File: src/rtl/frc_pkg.sv
package frc_pkg;

    typedef enum logic [1:0] {
        ALN_NOBASE = 2'd0,
        ALN_HALF1  = 2'd1,
        ALN_HALF2  = 2'd2
    } aln_state_e;

endpackage

File: src/rtl/frc_ratio_regs.sv
module frc_ratio_regs #(
    parameter int                ADDR_W  = 8,
    parameter int                DATA_W  = 32,
    parameter int                RATIO_W = 12,
    parameter logic [ADDR_W-1:0] NUM_OFS = 8'h10,
    parameter logic [ADDR_W-1:0] DEN_OFS = 8'h14,
    parameter int                NUM_RST = 4,
    parameter int                DEN_RST = 25
) (
    input  logic               clk,
    input  logic               rst,
    input  logic               wr_en,
    input  logic [ADDR_W-1:0]  wr_addr,
    input  logic [DATA_W-1:0]  wr_data,
    output logic [RATIO_W-1:0] num_q,
    output logic [RATIO_W-1:0] den_q,
    output logic               ratio_wr
);

    logic num_hit;
    logic den_hit;
    logic unused_hi;

    assign num_hit   = wr_en && (wr_addr == NUM_OFS);
    assign den_hit   = wr_en && (wr_addr == DEN_OFS);
    assign ratio_wr  = num_hit || den_hit;
    assign unused_hi = ^wr_data[DATA_W-1:RATIO_W];

    always_ff @(posedge clk) begin
        if (rst) begin
            num_q <= RATIO_W'(NUM_RST);
            den_q <= RATIO_W'(DEN_RST);
        end else begin
            if (num_hit) begin
                num_q <= wr_data[RATIO_W-1:0];
            end
            if (den_hit) begin
                den_q <= wr_data[RATIO_W-1:0];
            end
        end
    end

endmodule

File: src/rtl/frc_phase_acc.sv
module frc_phase_acc #(
    parameter int RATIO_W = 12
) (
    input  logic               clk,
    input  logic               rst,
    input  logic               clr,
    input  logic [RATIO_W-1:0] num,
    input  logic [RATIO_W-1:0] den,
    output logic               step_d,
    output logic               step_q,
    output logic [RATIO_W-1:0] acc_q
);

    localparam int SUM_W = RATIO_W + 1;

    logic [SUM_W-1:0]   sum;
    logic [SUM_W-1:0]   den_ext;
    logic [SUM_W-1:0]   wrapped;
    logic               den_zero;
    logic [RATIO_W-1:0] acc_d;

    assign sum      = {1'b0, acc_q} + {1'b0, num};
    assign den_ext  = {1'b0, den};
    assign wrapped  = sum - den_ext;
    assign den_zero = (den == '0);
    assign step_d   = !clr && !den_zero && (sum >= den_ext);

    always_comb begin
        if (clr) begin
            acc_d = '0;
        end else if (den_zero) begin
            acc_d = acc_q;
        end else if (step_d) begin
            acc_d = wrapped[RATIO_W-1:0];
        end else begin
            acc_d = sum[RATIO_W-1:0];
        end
    end

    always_ff @(posedge clk) begin
        if (rst) begin
            acc_q  <= '0;
            step_q <= 1'b0;
        end else begin
            acc_q  <= acc_d;
            step_q <= step_d;
        end
    end

endmodule

File: src/rtl/frc_ref_sync.sv
module frc_ref_sync #(
    parameter int STAGES = 2
) (
    input  logic clk,
    input  logic rst,
    input  logic async_in,
    output logic rise
);

    logic [STAGES-1:0] chain_q;
    logic              last_q;

    genvar g;
    generate
        for (g = 0; g < STAGES; g++) begin : g_stage
            if (g == 0) begin : g_first
                always_ff @(posedge clk) begin
                    if (rst) chain_q[0] <= 1'b0;
                    else     chain_q[0] <= async_in;
                end
            end else begin : g_next
                always_ff @(posedge clk) begin
                    if (rst) chain_q[g] <= 1'b0;
                    else     chain_q[g] <= chain_q[g-1];
                end
            end
        end
    endgenerate

    always_ff @(posedge clk) begin
        if (rst) last_q <= 1'b0;
        else     last_q <= chain_q[STAGES-1];
    end

    assign rise = chain_q[STAGES-1] && !last_q;

endmodule

File: src/rtl/frc_align_fsm.sv
module frc_align_fsm
    import frc_pkg::*;
#(
    parameter int CNT_W       = 64,
    parameter int PAIR_COUNTS = 375
) (
    input  logic             clk,
    input  logic             rst,
    input  logic             corr_en,
    input  logic             tick,
    input  logic [CNT_W-1:0] count,
    output logic             fix_now,
    output logic [CNT_W-1:0] fix_val,
    output aln_state_e       state_q
);

    aln_state_e       state_d;
    logic [CNT_W-1:0] base_q;
    logic [CNT_W-1:0] base_d;
    logic [CNT_W-1:0] expect_val;

    assign expect_val = base_q + CNT_W'(PAIR_COUNTS);

    always_comb begin
        state_d = state_q;
        base_d  = base_q;
        if (!corr_en) begin
            state_d = ALN_NOBASE;
        end else if (tick) begin
            unique case (state_q)
                ALN_NOBASE: begin
                    state_d = ALN_HALF1;
                    base_d  = count;
                end
                ALN_HALF1: begin
                    state_d = ALN_HALF2;
                end
                ALN_HALF2: begin
                    state_d = ALN_HALF1;
                    base_d  = expect_val;
                end
                default: begin
                    state_d = ALN_NOBASE;
                end
            endcase
        end
    end

    always_ff @(posedge clk) begin
        if (rst) begin
            state_q <= ALN_NOBASE;
            base_q  <= '0;
        end else begin
            state_q <= state_d;
            base_q  <= base_d;
        end
    end

    always_comb begin
        fix_now = 1'b0;
        fix_val = expect_val;
        unique case (state_q)
            ALN_NOBASE: fix_now = 1'b0;
            ALN_HALF1:  fix_now = 1'b0;
            ALN_HALF2:  fix_now = corr_en && tick && (count != expect_val);
            default:    fix_now = 1'b0;
        endcase
    end

endmodule

File: src/rtl/frac_rate_counter.sv
module frac_rate_counter
    import frc_pkg::*;
#(
    parameter int         CNT_W       = 64,
    parameter int         RATIO_W     = 12,
    parameter int         ADDR_W      = 8,
    parameter int         DATA_W      = 32,
    parameter int         NUM_RST     = 4,
    parameter int         DEN_RST     = 25,
    parameter int         PAIR_COUNTS = 375,
    parameter int         SYNC_STAGES = 2,
    parameter logic [7:0] NUM_OFS     = 8'h10,
    parameter logic [7:0] DEN_OFS     = 8'h14
) (
    input  logic              clk,
    input  logic              rst,
    input  logic              wr_en,
    input  logic [ADDR_W-1:0] wr_addr,
    input  logic [DATA_W-1:0] wr_data,
    input  logic              ref_tick,
    input  logic              corr_en,
    output logic [CNT_W-1:0]  count,
    output logic              inc_pulse
);

    logic [RATIO_W-1:0] num_q;
    logic [RATIO_W-1:0] den_q;
    logic [RATIO_W-1:0] acc_q;
    logic               ratio_wr;
    logic               step_d;
    logic               tick;
    logic               fix_now;
    logic [CNT_W-1:0]   fix_val;
    logic [CNT_W-1:0]   count_q;
    aln_state_e         aln_state;

    frc_ratio_regs #(
        .ADDR_W (ADDR_W),
        .DATA_W (DATA_W),
        .RATIO_W(RATIO_W),
        .NUM_OFS(ADDR_W'(NUM_OFS)),
        .DEN_OFS(ADDR_W'(DEN_OFS)),
        .NUM_RST(NUM_RST),
        .DEN_RST(DEN_RST)
    ) u_regs (
        .clk     (clk),
        .rst     (rst),
        .wr_en   (wr_en),
        .wr_addr (wr_addr),
        .wr_data (wr_data),
        .num_q   (num_q),
        .den_q   (den_q),
        .ratio_wr(ratio_wr)
    );

    frc_phase_acc #(
        .RATIO_W(RATIO_W)
    ) u_phase (
        .clk   (clk),
        .rst   (rst),
        .clr   (ratio_wr),
        .num   (num_q),
        .den   (den_q),
        .step_d(step_d),
        .step_q(inc_pulse),
        .acc_q (acc_q)
    );

    frc_ref_sync #(
        .STAGES(SYNC_STAGES)
    ) u_sync (
        .clk     (clk),
        .rst     (rst),
        .async_in(ref_tick),
        .rise    (tick)
    );

    frc_align_fsm #(
        .CNT_W      (CNT_W),
        .PAIR_COUNTS(PAIR_COUNTS)
    ) u_align (
        .clk    (clk),
        .rst    (rst),
        .corr_en(corr_en),
        .tick   (tick),
        .count  (count_q),
        .fix_now(fix_now),
        .fix_val(fix_val),
        .state_q(aln_state)
    );

    always_ff @(posedge clk) begin
        if (rst) begin
            count_q <= '0;
        end else if (fix_now) begin
            count_q <= fix_val;
        end else if (step_d) begin
            count_q <= count_q + CNT_W'(1);
        end
    end

    assign count = count_q;

endmodule

File: config.mk
export PLATFORM = sky130hd
export DESIGN_NAME = frac_rate_counter
export DESIGN_NICKNAME = d
export VERILOG_FILES = /design/src/rtl/frc_pkg.sv /design/src/rtl/frc_ratio_regs.sv /design/src/rtl/frc_phase_acc.sv /design/src/rtl/frc_ref_sync.sv /design/src/rtl/frc_align_fsm.sv /design/src/rtl/frac_rate_counter.sv
export SDC_FILE = /design/constraint.sdc
export NUM_CORES = 1
export LEC_CHECK = 0
export BUFFER_PORTS_ARGS = -buffer_cell sky130_fd_sc_hd__clkbuf_2
export CORE_MARGIN = 2
export CORE_UTILIZATION = 40
export DETAILED_ROUTE_END_ITERATION = 6
export PLACE_DENSITY = 0.61
export SETUP_SLACK_MARGIN = 0.3
export SYNTH_ARGS = -nofsm -noshare
export SYNTH_HDL_FRONTEND = slang
export SYNTH_SLANG_ARGS = --single-unit
File: constraint.sdc
create_clock -name clk -period 13.8 [get_ports clk]
set_clock_uncertainty 0.15 [all_clocks]
set_input_delay 3.45 -clock clk [delete_from_list [all_inputs] [get_ports clk]]
set_output_delay 3.45 -clock clk [all_outputs]
set_load 0.05 [all_outputs]
==> impl_metrics.toml <==
[clock_tree]
cts_resized = 0
cts_hold_buf = 0
cts_buffers = 17
cts.clk_slew.worst_paths_ns = 0.08
cts-root-buf = "clkbuf_16"
h-tree-depth = 4
postCtsSetupRepairBufs = 0
clockBufferDepth = 2
cts_tree = "yes"
clk_latency_ns = 0.47
clock_sinks = 170

[timing]
fmax_mhz = 153
relSlewSlack_pct = 18.8
fin_setup_tns_ns = 0
period_share_pct = 47.3
timing.hold.ws_ns = 0.298
worst_pin_slew_ns = 1.21
grt_setup_unrepaired = "false"
setup_viol = 0
hold_viol = 0
finalMaxSlewViolations = 0
period_minus_slack_ns = 6.53
setup_ws_ns = 7.27

[floorplan]
coreArea_um2 = 34500
die-area_um2 = 36600
ios = 110
die_w_um = 191
chipHeight_um = 191
start_util_pct = 40.7
rows = 68

[power_and_ir_drop]
p_per_area_nw_per_um2 = 89.0
ir_drop_v = 0.0000965
cellLeakagePower_nw = 4.97

[synth]
synthArstFlopShare_pct = 0
netlist_area_um2 = 14000
synth_cell_types = 85
syn_avg_cell_area_um2 = 7.13
synth_cells = 1970
muxShareOfSynthArea_pct = 0.436
netlist_top_cells_area = "dfxtp_1 (24%), xnor2_1 (7.3%), nor2_1 (5.6%), nand2_1 (5.3%), a21oi_1 (4.7%)"
synth_top_family_by_area = "simple AND/OR/NAND/NOR gates"
synth_top_cell_by_area = "dfxtp_1"
synth_seq_area_share_pct = 24.2
synth_edf_count = 0
synth_compound_area_share_pct = 24.1
ys.flop_type = "dfxtp_1"
synth-simple-area-share_pct = 30.0
synth_most_common_cell = "nor2_1"
yosys.area_share.adder_pct = 2.60
ys_ff_latch = 170
yosysTopAreaCellShare_pct = 24.2
synthXorXnorAreaFrac_pct = 11.7
yosysWarnings = 0
synth_commonest_cells = "nor2_1 (209), nand2_1 (200), dfxtp_1 (170), clkbuf_1 (136), a21oi_1 (131)"
syn-num-nets = 2043

[drt]
via_per_inst = 6.50
ant_nets = 0
first_pass_iters = 5
dr.first_iter.drc_count = 1847
drc_errors = 0
wire_per_inst_um = 25.6
vias = 15592
finalWirelength_mm = 61.3

[global_route]
antenna_found_initial = 2
use_met3_pct = 5.23
grt-ovfl-total = 0
use_met2_pct = 52.7
met1_usage_pct = 44.3
grt_pass1_vias = 14239
grt_max_degree = 85
grt_use_total_pct = 33.2
grt_pass1_wl_mm = 91.2
gr-max-usage-layer = "met2"

[critical_path]
r2r_slack_ns = 7.27
r2r_end = "count[4]$_SDFFE_PP0P_"
r2r_start = "u_align.base_q[33]$_SDFFE_PP0P_"
r2r_cells = 11
required_ns = 13.95
startpoint_type = "flop"
cp-end-kind = "flop"
crit_type = "reg2reg"
arrival_ns = 6.68
worstPathMaxFanout = 31

[worst_hold_path]
min_path_type = "reg2reg"
holdPathEnd = "u_sync.chain_q[1]$_SDFF_PP0_"
holdPathStages = 1
worstHoldStart = "u_sync.chain_q[0]$_SDFF_PP0_"

[cells_and_area]
stdcell_count = 2398
final-seq-area_um2 = 3400
n_antenna_cell = 0
syn_to_final_growth_pct = 7.70
multi_input_area_um2 = 9690
nNetsFinal = 2003
drive_gt1_share_pct = 9.42
fill_cells = 3651

[place]
place_inst = 2366
dp_hpwl_mm = 45.5
port_buffers = 89
pre_cts_ws_ns = 7.39
gp_congestion = 1.03

[flow_run]
maxCapViolCount = 0

[outcome]
status = "completed"
## logic make-up (layout without fill, tap and decap cells)
group	count (synthesis)	count (layout)
flip-flops	170	170
AND/OR/NAND/NOR	840	840
buffers and inverters	235	208
AO/OA/AOI/OAI	515	515
multiplexers	6	6
XOR/XNOR	176	176
adder cells (fa/ha/maj)	28	28
## sequential cells by signal, indices dropped and copies added, names as in the netlist
| name | flops |
|---|---|
| count | 64 |
| u_align.base_q | 64 |
| u_phase.acc_q | 12 |
| u_regs.den_q | 12 |
| u_regs.num_q | 12 |
| u_align.state_q | 2 |
| u_sync.chain_q | 2 |
| u_phase.step_q | 1 |
| u_sync.last_q | 1 |
## layer usage
metal  vias to the layer above  part of all wire, %
met5                         -                    0
met4                         0                  4.7
met3                       154                  8.1
met2                       805                   45
met1                      7529                   42
li1                       7104                    -
## worst max-delay path, cell delays in order, from the launching register on
cell	delay, ns
dfxtp_1	0.61
nand3_1	0.50
nor4_1	0.99
nand4_1	0.62
o21ai_0	0.73
o211ai_1	0.31
a211o_1	0.31
nor4_2	0.33
nand4_2	0.42
o21ai_4	0.73
buf_4	0.49
o22ai_1	0.15
## where the power goes
group,internal (W),switching [W]
sequential,0.000508,0.0000147
clock,0.000272,0.000244
combinational,0.000114,0.000194
total,0.000894,0.000453
## cell type report
type | count | share of cell area [%]
Tap cell | 455 | 3.76
Sequential cell | 170 | 22.5
Clock buffer | 18 | 2.84
Clock inverter | 14 | 1.06
Multi-Input combinational cell | 1565 | 64.0
Inverter | 59 | 1.46
Timing Repair Buffer | 117 | 4.35
## per-stage QoR
step / utilization, % / power (W) / instance area [µm²]
2_1_floorplan: - / 0.000764 / 14000
3_3_place_gp: 42.1 / 0.000832 / 14500
3_5_place_dp: 42.1 / 0.000837 / 14500
4_1_cts: 43.8 / 0.00135 / 15100
5_1_grt: 43.8 / 0.00141 / 15100
6_report: 43.8 / 0.00135 / 15100
## cells in the final DEF (no fill, tap or decap), types with 60 or more instances in the layout
| cell | Yosys | routed |
|---|---|---|
| clkbuf_2 | 0 | 88 |
| nor2_1 | 209 | 209 |
| o22ai_1 | 60 | 60 |
| o21ai_0 | 107 | 107 |
| dfxtp_1 | 170 | 170 |
| nor3_1 | 65 | 64 |
| a21oi_1 | 131 | 130 |
| xnor2_1 | 117 | 117 |
| nand3_1 | 87 | 87 |
| nand2_1 | 200 | 200 |
## how the worst max path moves through the flow
stage	from	to	slack (ns)	depth (start not counted)
3_3_place_gp	corr_en	count[3]$_SDFFE_PP0P_	7.40	8
3_5_place_dp	corr_en	count[3]$_SDFFE_PP0P_	7.39	8
5_1_grt	u_align.base_q[33]$_SDFFE_PP0P_	count[4]$_SDFFE_PP0P_	7.03	11
2_1_floorplan	wr_addr[1]	count[23]$_SDFFE_PP0P_	8.28	10
4_1_cts	u_align.base_q[33]$_SDFFE_PP0P_	count[4]$_SDFFE_PP0P_	7.49	11
6_report	u_align.base_q[33]$_SDFFE_PP0P_	count[4]$_SDFFE_PP0P_	7.27	11
(Power assumes the default switching activity.)
